File: config.mk
export PLATFORM = sky130hd
export DESIGN_NAME = sensor_fifo_thresh
export DESIGN_NICKNAME = d
export VERILOG_FILES = /design/src/rtl/sensor_fifo_thresh.sv
export SDC_FILE = /design/constraint.sdc
export NUM_CORES = 1
export LEC_CHECK = 0
export ABC_AREA = 1
export BUFFER_PORTS_ARGS = -buffer_cell sky130_fd_sc_hd__buf_2
export CAP_MARGIN = 25
export CORE_UTILIZATION = 65
export DETAILED_ROUTE_END_ITERATION = 16
export PLACE_DENSITY = 0.82
export SLEW_MARGIN = 25
export SYNTH_ARGS = -nofsm -noshare
export SYNTH_HDL_FRONTEND = slang
export SYNTH_SLANG_ARGS = --single-unit
File: constraint.sdc
create_clock -name clk -period 5.56 [get_ports clk]
set_input_delay 0.278 -clock clk [delete_from_list [all_inputs] [get_ports clk]]
set_output_delay 0.278 -clock clk [all_outputs]
set_load 0.01 [all_outputs]
File: src/rtl/sensor_fifo_thresh.sv
module sensor_fifo_thresh #(
  parameter int DEPTH    = 8,
  parameter int PKT_W    = 15,
  parameter int RD_W     = 11,
  parameter int FR_W     = 3,
  parameter int NUM_W    = 3,
  parameter int TEMP_OFS = 64,
  parameter int HP_DEF_C = 90
) (
  input  logic             clk,
  input  logic             rst_n,
  input  logic [1:0]       in_vld,
  input  logic [PKT_W-1:0] in_pkt0,
  input  logic [PKT_W-1:0] in_pkt1,
  input  logic             reg_wr,
  input  logic             reg_rd,
  input  logic [3:0]       reg_addr,
  input  logic [7:0]       reg_wdata,
  output logic [7:0]       reg_rdata,
  output logic             irq,
  output logic [1:0]       irq_id,
  output logic [2:0]       wake
);
  localparam int AW   = $clog2(DEPTH);
  localparam int CW   = $clog2(DEPTH + 1);
  localparam int EW   = PKT_W + 1;
  localparam int WH_W = RD_W - FR_W;
  localparam logic [RD_W-1:0] HP_RAW = RD_W'((HP_DEF_C - TEMP_OFS) << FR_W);

  localparam logic [3:0] A_CTRL = 4'd0, A_LVL = 4'd1, A_HPW = 4'd2, A_HPF = 4'd3,
                         A_ALW  = 4'd4, A_ALF = 4'd5, A_ST0 = 4'd6, A_ST1 = 4'd7,
                         A_FRAC = 4'd8, A_WHOLE = 4'd9, A_EVT = 4'd10;

  logic [7:0]      ctrl, lvl;
  logic [WH_W-1:0] hpw, alw;
  logic [FR_W-1:0] hpf, alf;
  logic [2:0]      pend;

  logic [PKT_W-1:0] pk [2];
  logic [EW-1:0]    mem [2][DEPTH];
  logic [AW-1:0]    wp [2];
  logic [AW-1:0]    rp [2];
  logic [CW-1:0]    cnt [2];
  logic [CW-1:0]    cnt_nx [2];
  logic [CW-1:0]    thr [2];
  logic signed [RD_W-1:0] rdg [2];
  logic [1:0] ovf, push, pop, full_hit, sens, alh, hph;

  logic signed [RD_W-1:0] hp_thr, al_thr;
  logic             rd_whole, sel, hd_ok;
  logic [EW-1:0]    hd;
  logic [2:0]       ev, clr;

  assign pk[0]    = in_pkt0;
  assign pk[1]    = in_pkt1;
  assign hp_thr   = {hpw, hpf};
  assign al_thr   = {alw, alf};
  assign sel      = ctrl[2];
  assign rd_whole = reg_rd && (reg_addr == A_WHOLE);

  always_comb begin
    for (int b = 0; b < 2; b++) begin
      rdg[b]      = pk[b][RD_W-1:0];
      full_hit[b] = in_vld[b] && ctrl[b] && (cnt[b] == CW'(DEPTH));
      push[b]     = in_vld[b] && ctrl[b] && (cnt[b] != CW'(DEPTH));
      pop[b]      = rd_whole && (sel == b[0]) && (cnt[b] != '0);
      thr[b]      = CW'(lvl[b*AW +: AW]) + 1'b1;
      cnt_nx[b]   = cnt[b] + CW'(push[b]) - CW'(pop[b]);
      sens[b]     = push[b] && (cnt_nx[b] == thr[b]);
      hph[b]      = push[b] && !pk[b][PKT_W-1] && ctrl[3] && (rdg[b] >= hp_thr);
      alh[b]      = push[b] && !pk[b][PKT_W-1] && ctrl[4] && ((rdg[b] >= al_thr) ^ ctrl[5]);
    end
  end

  assign ev  = {|hph, |alh, |sens};
  assign clr = (reg_wr && reg_addr == A_EVT) ? reg_wdata[2:0] : 3'b000;

  assign hd    = mem[sel][rp[sel]];
  assign hd_ok = cnt[sel] != '0;

  always_comb begin
    case (reg_addr)
      A_CTRL:  reg_rdata = ctrl;
      A_LVL:   reg_rdata = lvl;
      A_HPW:   reg_rdata = 8'(hpw);
      A_HPF:   reg_rdata = 8'(hpf);
      A_ALW:   reg_rdata = 8'(alw);
      A_ALF:   reg_rdata = 8'(alf);
      A_ST0:   reg_rdata = {ovf[0], {(7-CW){1'b0}}, cnt[0]};
      A_ST1:   reg_rdata = {ovf[1], {(7-CW){1'b0}}, cnt[1]};
      A_FRAC:  reg_rdata = hd_ok ? {hd[EW-1], hd[PKT_W-1], hd[PKT_W-2 -: NUM_W], hd[FR_W-1:0]} : 8'h00;
      A_WHOLE: reg_rdata = hd_ok ? 8'(hd[RD_W-1:FR_W]) : 8'h00;
      A_EVT:   reg_rdata = {5'b0, pend};
      default: reg_rdata = 8'h00;
    endcase
  end

  assign irq    = |pend;
  assign irq_id = pend[0] ? 2'd1 : pend[1] ? 2'd2 : pend[2] ? 2'd3 : 2'd0;

  always_ff @(posedge clk) begin
    for (int b = 0; b < 2; b++)
      if (push[b]) mem[b][wp[b]] <= {alh[b] | hph[b], pk[b]};
  end

  always_ff @(posedge clk) begin
    if (!rst_n) begin
      ctrl <= '0;
      lvl  <= '0;
      hpw  <= HP_RAW[RD_W-1:FR_W];
      hpf  <= HP_RAW[FR_W-1:0];
      alw  <= '0;
      alf  <= '0;
      pend <= '0;
      wake <= '0;
      ovf  <= '0;
      for (int b = 0; b < 2; b++) begin
        wp[b]  <= '0;
        rp[b]  <= '0;
        cnt[b] <= '0;
      end
    end else begin
      if (reg_wr) begin
        case (reg_addr)
          A_CTRL: ctrl <= reg_wdata;
          A_LVL:  lvl  <= reg_wdata;
          A_HPW:  hpw  <= reg_wdata[WH_W-1:0];
          A_HPF:  hpf  <= reg_wdata[FR_W-1:0];
          A_ALW:  alw  <= reg_wdata[WH_W-1:0];
          A_ALF:  alf  <= reg_wdata[FR_W-1:0];
          default: ;
        endcase
      end
      pend <= (pend & ~clr) | ev;
      wake <= ev;
      for (int b = 0; b < 2; b++) begin
        if (push[b]) wp[b] <= wp[b] + 1'b1;
        if (pop[b])  rp[b] <= rp[b] + 1'b1;
        cnt[b] <= cnt_nx[b];
        if (full_hit[b])
          ovf[b] <= 1'b1;
        else if (reg_rd && reg_addr == (A_ST0 + 4'(b)))
          ovf[b] <= 1'b0;
      end
    end
  end

  a_r3_cnt_bound: assert property (@(posedge clk) disable iff (!rst_n)
    cnt[0] <= CW'(DEPTH) && cnt[1] <= CW'(DEPTH));

  a_r3_ovf_set: assert property (@(posedge clk) disable iff (!rst_n)
    (in_vld[0] && ctrl[0] && cnt[0] == CW'(DEPTH)) |=> ovf[0]);

  a_r2_disabled_hold: assert property (@(posedge clk) disable iff (!rst_n)
    (!ctrl[0] && !pop[0]) |=> cnt[0] == $past(cnt[0]));

  a_r5_pop_dec: assert property (@(posedge clk) disable iff (!rst_n)
    (rd_whole && !sel && cnt[0] != '0 && !push[0]) |=> cnt[0] == CW'($past(cnt[0]) - 1'b1));

  a_r12_wake_pending: assert property (@(posedge clk) disable iff (!rst_n)
    (wake != 3'b000) |-> ((pend & wake) == wake));
endmodule

# After elaboration in Yosys (flattened, before gate mapping)
# Memory sizes are Yosys's and may differ from the RTL's. A register that Yosys moved wholly into a read port is not among the register bits.
# Index checks and enable logic that the tools add are counted.
[word_totals]
reg_bits = 46
mem_bits_rw = 276
inputBits = 48
output_inout_bits = 14
elab_cells = 158
mem_count = 4
[op_classes]
n_addsub = 10
n_lt_le_gt_ge = 9
n_eq_ne = 16
muxes = 46
n_bitwise = 17
n_reduce_logical = 46
[memory_table]
columns = ["memory", "depth", "word_bits", "read_ports", "rd_clocked_by_memory_dff", "write_ports", "line", "source"]
rows = [
  ["mem", 2, 128, 1, 1, 2, "40", "logic [EW-1:0] mem [2][DEPTH];"],
  ["cnt", 2, 4, 3, 1, 2, "43", "logic [CW-1:0] cnt [2];"],
  ["rp", 2, 3, 3, 1, 2, "42", "logic [AW-1:0] rp [2];"],
  ["wp", 2, 3, 2, 0, 2, "41", "logic [AW-1:0] wp [2];"],
]
[op_table]
columns = ["operator", "count"]
rows = [
  ["$mux 128", 2],
  ["$demux 16 s3", 2],
  ["$pmux 8 s11", 1],
  ["$mux 16", 4],
  ["$bmux 16 s3", 1],
  ["$ge 11x11->1", 4],
  ["$logic_and 1x1->1", 28],
  ["$mux 1", 24],
  ["$eq 4x4->1 const B", 5],
  ["$eq 4x3->1 const B", 4],
  ["$mux 8", 2],
  ["$mux 3", 5],
  ["$add 3x1->3 const B", 4],
  ["$ge 4x4->1 const B", 3],
  ["$not 3->4", 3],
  ["$reduce_and 2->1", 6],
  ["$reduce_bool 4->1", 3],
  ["$add 3x1->4 const B", 2],
  ["$add 4x1->4", 2],
  ["$eq 4x2->1 const B", 2],
  ["$eq 4x4->1", 2],
  ["$lt 4x1->1 const B", 2],
  ["$mux 4", 2],
  ["$ne 4x4->1 const B", 2],
  ["14 further kinds", 29],
]

# Depth between registers and ports, before layout
# Gate-level depths: netlist of run 1.
[depth]
ltp_word = 9
mapped_depth = 20
depth_no_buf = 20

# Worst setup path after synthesis of run 1
# OpenSTA, ideal clock, no wires.
[synth_path]
kind = "input-to-reg"
from = "input port reg_addr[3]"
to = "register pend[0]"
setup_ns = 0.114
arrival_time_ns = 2.342
required_ns = 5.446
setup_slack_ns = 3.104
cell_stages = 20
path_cell_list = "inv_1 nor2_1 inv_1 nor3_1 nand2_1 inv_1 nand3_1 inv_1 ha_1 inv_1 ha_1 fa_1 inv_1 or2_2 nand4_1 nor3_1 nand2_1 nand2_1 nand2_1 nand2_1"
[synth_lines]
columns = ["item", "line", "source"]
rows = [
  ["start, declared", "17", "input logic [3:0] reg_addr,"],
  ["end signal, assigned", "134", "pend <= (pend & ~clr) | ev;"],
  ["end, declared", "37", "logic [2:0] pend;"],
]

==> metrics.md, run 1 <==
| Metric | Value |
|---|---|
| Global routing usage on met2 | `between 50 and 60%` |
| Min Hold Slack | `59.9 ps` |
| Final worst path period share | `between 70 and 80%` |
| Synth warn | `0` |
| Flops & latches, synth | `323` |
| Max_slew headroom | `29.2%` |
| # nets final | `1627` |
| Area leader, netlist | `edfxtp_1` |
| Hold_sp | `in_pkt1[11]` |
| RSZ-0062 raised after global routing | `no` |
| I/O Buffers | `61` |
| Routed len/inst | `between 20 and 25 um` |
| Max cap viols | `0` |
| Rows | `54` |
| Met3 Use GR | `about 6.6%` |
| Reg2Reg Depth | `16` |
| N_diodes | `0` |
| Minimum clock period | `4270 ps` |
| Sequential fraction of the synthesis area | `61.8%` |
| Clk pin slew, worst setup/hold paths | `60 ps` |
| Clk_skew | `11.9 ps` |
| Grt met1 use | `43.7%` |
| Detailed Route Iter0 Violations | `1176` |
| Max Freq | `0.234 GHz` |
| Number of remaining DRC errors | `0` |
| Share of cells above drive strength 1 | `between 10% and 20%` |
| Fin. Hold Viols | `0` |
| Routed vias | `11200` |
| Area delta synth->final | `11.4%` |
| Setup ws final | `1290 ps` |
| Worst Path Max Fanout | `66` |
| Post-synthesis area per instance | `10.1 sq um` |
| HPWL Detailed | `23900 um` |
| Placer Congestion | `1.00` |
| Die Ht | `153 um` |
| CTS Buf Count | `34` |
| Placed Area | `15400 sq um` |
| Largest net degree at the start of global routing | `69` |
| Finished Cell Area | `between 15000 and 20000 sq um` |
| Fill cell count | `~1500` |
| Top Usage Layer GRT | `met2` |
| Number of H-tree levels | `2` |
| VDD IR max | `0.190 mV` |
| Post-CTS Resized | `0` |
| Status | `completed` |
| Place WS | `1890 ps` |
| Total global-route track usage | `33.1%` |
| P_leak | `6.39 nW` |
| Drt pass-1 iters | `6` |
| CTS Hold Bufs | `0` |
| Initial Util | `67.0%` |
| Post-CTS Setup Bufs | `0` |
| Hold Path Class | `in -> reg` |
| PD cells | `around 310 nW/um^2` |
| Crit path kind | `reg -> out` |
| Async SR Flop Fraction | `0%` |
| Initial antenna violation count | `0` |
| Post-Synthesis Cells | `1458` |
| Post-route ant nets | `0` |
| Tightest Pin Transition | `1050 ps` |
| Slew Limit Fails | `0` |
| Hold path cells | `1` |
| RR Startpoint | `cnt[1][1]` |
| Final wirelength | `38000 um` |
| Largest cells by area after synthesis | `edfxtp_1 54%, nand2_1 9.9%, nand3_1 8.4%` |
| IO Count | `62` |
| CTS tree | `built` |
| Worst skew pair latency | `510 ps` |
| Grt ovf | `0` |
| First-pass GRT wire length | `between 50000 and 60000 um` |
| CP required | `about 5300 ps` |
| Die ar. | `roughly 23000 sq um` |
| Vias in the first global route | `10700` |
| CP arrival | `3990 ps` |
| Syn nets | `between 1500 and 2000` |
| Critical Path Start Type | `register` |
| Synth top area share | `54.4%` |
| Post-Syn Area | `about 15000 sq um` |
| Setup TNS | `0 ps` |
| Clk buf depth | `3` |
| Via density | `6.15` |
| Clk sink count | `around 320` |
| Core area | `22100 sq um` |
| Die Wd | `153 um` |
| Yosys cell types | `38` |
| EDFF count, synth | `268` |
| Main synth FF type | `edfxtp_1` |
| Worst Setup End Kind | `output port` |
| Root buffer cell | `clkbuf_16` |
| Final Setup Violations | `0` |
logic make-up after synthesis:
kind of cell             synth area share (%)
AND/OR/NAND/NOR                          21.4
flip-flops                               61.8
buffers and inverters                    4.68
AO/OA/AOI/OAI                            5.66
adder cells (fa/ha/maj)                  5.43
XOR/XNOR                                0.829
multiplexers                            0.203
metrics by stage:
step / utilization [%] / total power, mW / instances
2_1_floorplan: - / 2.86 / 1458
3_3_place_gp: 69.5 / 2.96 / 1759
3_5_place_dp: 69.7 / 2.97 / 1760
4_1_cts: 74.6 / 5.16 / 1821
5_1_grt: 74.6 / 5.29 / 1821
6_report: 74.6 / 5.15 / 1821
critical path, cell delays in order (launching register included):
cell      delay [ps]
dfxtp_4          810
clkinv_2          90
buf_4            350
nand2_1          160
nand2_2           70
inv_2            560
buf_4            450
nand3_1          120
nand3_1           90
nand2_1           80
nand2_1           70
nand3_1          100
nand3_1          180
nand3_1          110
buf_2            160
where the power goes:
| part | internal [mW] | leakage, nW | switching [mW] | total, mW |
|---|---|---|---|---|
| combinational | 0.0865 | 2.98 | 0.206 | 0.292 |
| sequential | 2.63 | 2.88 | 0.0102 | 2.64 |
| clock | 1.33 | 0.527 | 0.891 | 2.23 |
layer usage:
layer  up-vias  share of wire, %
met4         0               4.1
met3       106                11
met1      5253                38
met2       649                46
met5         -                 0
li1       5199                 -
registers in the layout, summed over array words and instances (netlist names), named ones only:
register,count
mem,256
alw,8
cnt,8
ctrl,8
hpw,8
lvl,8
rp,6
wp,6
alf,3
hpf,3
pend,3
wake,3
ovf,2
path summary, 6_finish.rpt:
path / end / slack, ps
worst min-delay path: mem[1][91] / 60
worst min register to register: ctrl[6] / 470
worst max-delay path: reg_rdata[7] / 1290
worst max register to register: pend[0] / 2620
cells in the mapped netlist, drive strengths merged, types with 5 or more instances:
library cell  count
a21oi            70
buf              32
clkbuf           29
dfxtp            55
edfxtp          268
ha               61
inv             105
nand2           390
nand3           247
nand4            17
nor2             59
nor3             11
o211ai           11
o21ai            49
o22ai            14
or2               6
xnor2             9
xor2              5
layout by cell type (no fill, tap or decap), types with 2 or more instances in the layout:
cell	Yosys	final
clkinv_2	0	3
nand3_1	247	247
a21o_1	2	2
o21ai_0	47	47
nor3_1	11	11
clkbuf_16	0	36
clkinv_1	1	5
nor2_2	1	14
dfxtp_1	55	54
inv_2	2	2
nor2_4	0	3
inv_1	103	102
xor2_1	5	5
or2_2	6	6
edfxtp_1	268	268
a21oi_1	70	70
nor2_1	58	42
o211ai_1	11	11
fa_1	2	2
a221oi_1	3	3
mux2i_1	3	3
nand4_1	17	17
nand2_1	389	389
o22ai_1	14	14
ha_1	61	61
clkbuf_1	29	12
and2_1	2	2
buf_2	22	61
and3_1	2	2
bufinv_16	0	3
buf_4	8	21
clkbuf_2	0	2
o21ai_2	1	2
xnor2_1	9	9
layout make-up:
type	instances	area, sq um	area share, %
clock inverters	11	131	0.797
multi-input cells	968	5020	30.4
well taps	280	350	2.13
repair buffers	83	474	2.88
inverters	106	399	2.42
clock buffers	50	956	5.80
flip-flops and latches	323	9150	55.5
Power figures use the tool's default switching activity.
==> inputs of run 2 (changes only) <==
Settings changed: CORE_UTILIZATION 65 to 62, PLACE_DENSITY 0.82 to 0.79.
Clock period 5.56 ns to 4.34 ns, I/O delays scaled along.
==> run 2 against run 1 <==
Effect of this change:
- register-to-register slack worse by 1100 ps
- worst hold slack worse by 41 ps
- via count is 0.12% higher
- first-iteration DRC count is 20% higher
- critical path depth is 3 lower
- cell area hardly changed
- worst setup slack worse by 400 ps
- clock power is 17% higher
- wire length is 1.8% higher
- critical endpoint unchanged
- count of clock-buffer cells in the layout is 1 lower
- global-route usage is 0.71 points lower
==> metrics.md, run 2 (synthesis gave the netlist of run 1 again) <==
| Metric | Value |
|---|---|
| Minimum clock period | `3450 ps` |
| Final Setup Violations | `0` |
| Pint | `around 5 mW` |
| Seq pwr share | `53.0%` |
| Setup TNS | `0 ps` |
| Max_slew headroom | `31.0%` |
| Fin. Hold Viols | `0` |
| Clk sink count | `between 300 and 400` |
| Hold Path Class | `in -> reg` |
| Largest net degree at the start of global routing | `123` |
| Number of H-tree levels | `2` |
| Rows | `56` |
| Routed len/inst | `20.8 um` |
| Initial antenna violation count | `0` |
| N_diodes | `0` |
| CP required | `4120 ps` |
| Via density | `6.03` |
| Drt pass-1 iters | `6` |
| Worst skew pair latency | `between 500 and 600 ps` |
| HPWL Detailed | `~24000 um` |
| Grt ovf | `0` |
| Clk_skew | `23.6 ps` |
| Worst Path Max Fanout | `94` |
| Placer Congestion | `0.980` |
| CP arrival | `3230 ps` |
| Design Power | `6.37 mW` |
| Die Wd | `~160 um` |
| Number of remaining DRC errors | `0` |
| Switching share of power | `22.1%` |
| RSZ-0062 raised after global routing | `no` |
| Logic pwr share | `6.1%` |
| Max cap viols | `0` |
| VDD IR max | `0.301 mV` |
| Status | `completed` |
| Share of cells above drive strength 1 | `approximately a tenth` |
| Clk pin slew, worst setup/hold paths | `60 ps` |
| Die Ht | `156 um` |
| Final wirelength | `38700 um` |
| # nets final | `1634` |
| P_leak | `~6.4 nW` |
| Most frequent cells in the layout | `389 x nand2_1, 268 x edfxtp_1, 247 x nand3_1` |
| I/O Buffers | `61` |
| CTS tree | `built` |
| Clk pwr share | `41.0%` |
| Max Freq | `0.290 GHz` |
| Core area | `23500 sq um` |
| Routed vias | `around 11000` |
| Post-CTS Setup Bufs | `0` |
| CTS Buf Count | `34` |
| Total global-route track usage | `32.4%` |
| Crit path kind | `reg -> out` |
| Worst Setup End Kind | `output port` |
| Detailed Route Iter0 Violations | `1407` |
| Slew Limit Fails | `0` |
| Tightest Pin Transition | `roughly 1000 ps` |
| Area delta synth->final | `11.4%` |
| Root buffer cell | `clkbuf_16` |
| Die ar. | `24500 sq um` |
| PD cells | `387 nW/um^2` |
| Commonest non-fill, non-tap cell in the layout | `nand2_1` |
| First-pass GRT wire length | `58900 um` |
| Final worst path period share | `79.5%` |
| Clk buf depth | `3` |
| Initial Util | `63.0%` |
| IO Count | `62` |
| Post-route ant nets | `0` |
| Critical Path Start Type | `register` |
| Net Sw Power | `between 1 and 1.5 mW` |
| Vias in the first global route | `~11000` |
| Number of flip-flops in the largest register | `256` |
[run 2: area by class of cell]
class	instances	area (sq um)
Sequential cell	323	9150
Fill cell	1734	6990
Multi-Input combinational cell	968	5010
Clock buffer	49	928
Timing Repair Buffer	90	548
Inverter	106	399
Tap cell	319	399
Clock inverter	7	43.8
[run 2: path summary, 6_finish.rpt]
| kind | from | to | slack (ps) | cells past startpoint |
|---|---|---|---|---|
| worst min-delay path | in_pkt0[12] | mem[0][124] | 20 | 1 |
| worst max-delay path | register | reg_rdata[7] | 890 | 11 |
| worst min register to register | ctrl[7] | ctrl[7] | 470 | 2 |
| worst max register to register | cnt[1][1] | pend[0] | 1540 | 16 |
[run 2: worst max-delay path, stage by stage, from the launching register on]
cell and delay [ps]:
dfxtp_4 660, buf_4 860, nand2_1 90, a21boi_0 160
nand2_1 110, nand3_1 90, nand2_1 80, nand2_1 50
nand3_1 80, nand3_1 190, nand3_1 160, buf_2 140
[run 2: metal layers]
metal / track usage [%] / wire length, um
met1: 43.9 / 15000
met2: 51.9 / 18000
met3: 6.06 / 4310
met4: 12.6 / 1380
met5: 0 / 0
[run 2: stage by stage]
step | cells | hold slack [ps] | util [%] | setup slack (ps) | instance area, sq um
global placement | 1801 | 440 | 65.8 | 1390 | 15400
finish | 1862 | 18.9 | 70.2 | 889 | 16500
floorplan | 1458 | 316 | - | 1920 | 14800
detailed placement | 1801 | 451 | 65.9 | 1320 | 15500
global route | 1862 | 17.8 | 70.2 | 698 | 16500
CTS | 1862 | 4.13 | 70.2 | 916 | 16500
[run 2: repair_timing]
action | CTS | global route
hold endpoints to repair | 26 | 0
hold buffers | 5 | 0
resized for setup | 0 | 0
[run 2: power by group through the flow]
stage               combinational, mW  clock [mW]  sequential (mW)
floorplan                       0.223           0             3.44
global placement                0.361           0             3.44
detailed placement              0.372           0             3.44
CTS                             0.379        2.63             3.38
global route                    0.426        2.74             3.38
finish                          0.386        2.61             3.38
==> inputs of run 3 (changes only) <==
Settings changed: ABC_AREA 1 to 0, CORE_UTILIZATION 62 to 56, PLACE_DENSITY 0.79 to 0.75.
Clock period 4.34 ns to 2.8 ns, I/O delays scaled along.
==> run 3 against run 2 <==
Effect of this change:
- the run now ends with setup timing left
- utilization decreased by 0.39 points
- cell area rose by 7.3%
- final cell count decreased by 16%
- clock skew down 2.4 ps
- via count shrank 13%
- clock power increased by 69%
- synthesized cell count shrank 30%
- sequential cell count unchanged
- largest power group unchanged
- area after synthesis fell by 1.9%
- critical path type unchanged
- worst hold slack better by 13 ps
- sequential share of layout area down 3.8 points
==> metrics.md, run 3 <==
| Metric | Value |
|---|---|
| Status | `finished with violations` |
| Failing checks | `setup timing` |
| Critical Path Start Type | `register` |
| Async SR Flop Fraction | `0%` |
| Grt ovf | `0` |
| Core Util, Final | `69.8%` |
| Final worst path period share | `109%` |
| P_leak | `6.34 nW` |
| Compound-gate portion of the synthesized area | `5.73%` |
| Root buffer cell | `clkbuf_16` |
| Area share of fa/ha/maj cells after synthesis | `5.54%` |
| Top Usage Layer GRT | `met2` |
| Fin. Hold Viols | `0` |
| Global routing usage on met2 | `47.9%` |
| CP arrival | `2910 ps` |
| Largest net degree at the start of global routing | `32` |
| Slew Limit Fails | `0` |
| Routed len/inst | `24.6 um` |
| Place WS | `-38.6 ps` |
| Via density | `between 6 and 7` |
| Clk buf depth | `3` |
| Post-synthesis mux area share | `12.2%` |
| Number of flip-flops in the largest register | `256` |
| CP required | `2660 ps` |
| Sequential fraction of the synthesis area | `between 60% and 70%` |
| I/O Buffers | `61` |
| Reg-to-reg slack, setup | `90 ps` |
| Total global-route track usage | `29.2%` |
| Number of remaining DRC errors | `0` |
| Worst Setup End Kind | `output port` |
| Met3 Use GR | `4.35%` |
| Final wirelength | `38500 um` |
| Vias in the first global route | `approximately 9400` |
| Syn nets | `1138` |
| Flops & latches, synth | `323` |
| Drt pass-1 iters | `7` |
| Worst path bufs/invs | `2` |
| Max Freq | `0.328 GHz` |
| Synth top area share | `55.5%` |
| Clk_skew | `between 20 and 25 ps` |
| Cell family with most CP delay | `simple AND/OR/NAND/NOR gates` |
| Most frequent cells in the layout | `268 x edfxtp_1, 99 x nand2_1, 66 x buf_4` |
| Area leader, netlist | `edfxtp_1` |
| Finished Cell Area | `17700 sq um` |
| Slowest cell on crit path | `or4_1` |
| Hold path cells | `4` |
| Die ar. | `between 20000 and 30000 sq um` |
| Clk pin slew, worst setup/hold paths | `about 60 ps` |
| Share of cells above drive strength 1 | `23.4%` |
| First-pass GRT wire length | `~57000 um` |
| CTS Buf Count | `31` |
| Worst skew pair latency | `roughly 560 ps` |
| Initial antenna violation count | `0` |
| Placer Congestion | `1.00` |
| Max cap viols | `0` |
| N_diodes | `0` |
| CTS tree | `built` |
| IO Count | `62` |
| Synth warn | `0` |
| Number of H-tree levels | `1` |
| VDD IR max | `a little under 0.8 mV` |
| Rows | `58` |
| Commonest cells post-synth | `268 x edfxtp_1, 99 x nand2_1, 61 x ha_1` |
| Die Wd | `163 um` |
| Setup TNS | `-1080 ps` |
| Initial Util | `approximately 57%` |
| Final Setup Violations | `7` |
| Cells along the critical path | `mux2i_4, buf_12, mux4_2, nor3_1, or4_1, o21ai_1, a311o_1, buf_2` |
| Reg2reg end | `pend[0]` |
| Slowest cell delay on critical path | `around 520 ps` |
| EDFF count, synth | `268` |
| Routed vias | `~10000` |
| Tightest Pin Transition | `1010 ps` |
| Largest cells by area after synthesis | `edfxtp_1 55%, mux4_2 7.8%, dfxtp_1 7.6%` |
| Largest family of logic cells by synthesized area | `multiplexers` |
| Area delta synth->final | `21.9%` |
| Crit path kind | `reg -> out` |
| Hold Path Class | `in -> reg` |
| HPWL Detailed | `roughly 25000 um` |
| Detailed Route Iter0 Violations | `approximately 1200` |
| Worst Path Max Fanout | `5` |
| Grt met1 use | `39.6%` |
| Die Ht | `163 um` |
| Area share of and/or/nand/nor cells after synthesis | `9.88%` |
| Fill cell count | `1610` |
| Post-Layout Cell Count | `1563` |
| Hold_sp | `in_vld[0]` |
| Post-Synthesis Cells | `1027` |
| Reg2Reg Depth | `13` |
| Clk sink count | `323` |
| # nets final | `1321` |
| Min Hold Slack | `32.3 ps` |
| Core area | `25300 sq um` |
| Commonest non-fill, non-tap cell in the layout | `edfxtp_1` |
| PD cells | `slightly below 600 nW/um^2` |
| Post-route ant nets | `0` |
| Count leader, synth | `edfxtp_1` |
| Post-synthesis area per instance | `roughly 14 sq um` |
| Post-Syn Area | `14500 sq um` |
| Worst Hold Path EP | `ovf[0]` |
| Placed cells | `1435` |
| RSZ-0062 raised after global routing | `yes` |
| Design Power | `10.3 mW` |
| Max_slew headroom | `32.7%` |
| Xor and xnor area share after synthesis | `1.09%` |
| Main synth FF type | `edfxtp_1` |
| Setup ws final | `-250 ps` |
| Minimum clock period | `between 3000 and 4000 ps` |
| RR Startpoint | `cnt[1][2]` |
| Placed Area | `15600 sq um` |
| Yosys cell types | `a little over 60` |
run 3: cell count changes in the layout (fill, tap and decap cells not counted), moves of 10 or more:
cell and change:
inv_1 -61, a21oi_1 -25, buf_6 +12, nand3_1 -201
mux2i_1 +40, nor2_2 -14, dlygate4sd3_1 +39, buf_4 +43
mux4_2 +50, o21ai_0 -34, nand2b_1 +14, clkbuf_1 -10
nor2b_1 +10, nand2_1 -290
run 3: worst max-delay path by stage:
stage | from | endpoint | cells after the start
floorplan | cnt[0][2] | mem[0][48] | 8
global placement | reg_addr[1] | pend[0] | 14
detailed placement | reg_addr[0] | pend[0] | 14
CTS | rp[1][2] | reg_rdata[1] | 7
global route | rp[0][1] | reg_rdata[3] | 7
finish | rp[0][1] | reg_rdata[3] | 8
run 3: power breakdown:
group,internal [mW],switching [mW]
registers,5.21,0.0230
logic,0.293,0.383
clock network,2.65,1.74
run 3: per-layer routing:
layer / wire length, um / vias up / part of all wire [%]
met4: 1480 / 0 / 3.8
met2: 18600 / 551 / 48
li1: - / 4327 / -
met3: 3750 / 91 / 9.7
met5: 0 / - / 0
met1: 14700 / 4798 / 38
run 3: cell families after synthesis:
| family | after synthesis |
|---|---|
| buffers and inverters | 85 |
| adder cells (fa/ha/maj) | 63 |
| AND/OR/NAND/NOR | 300 |
| XOR/XNOR | 18 |
| AO/OA/AOI/OAI | 128 |
| multiplexers | 110 |
| flip-flops | 323 |
run 3: worst min-delay path: cells and delay by family:
kind / cells / cell delay (ps)
simple gates: 2 / 240
buf+inv: 1 / 100
compound gates: 1 / 60
run 3: layout make-up:
class,count,area [sq um],area share [%]
inverters,44,165,0.934
multi-input cells,620,5340,30.2
clock inverters,21,274,1.55
well taps,330,413,2.33
clock buffers,35,791,4.47
repair buffers,190,1550,8.74
flip-flops and latches,323,9150,51.8
run 3: repair_timing:
action | in CTS | in global routing
setup endpoints to repair | 8 | 10
gates cloned | 3 | 1
resized for setup | 39 | 28
setup buffers | 20 | 6
endpoints found under the hold margin | 279 | 0
pin swaps | 4 | 11
hold buffers | 44 | 0
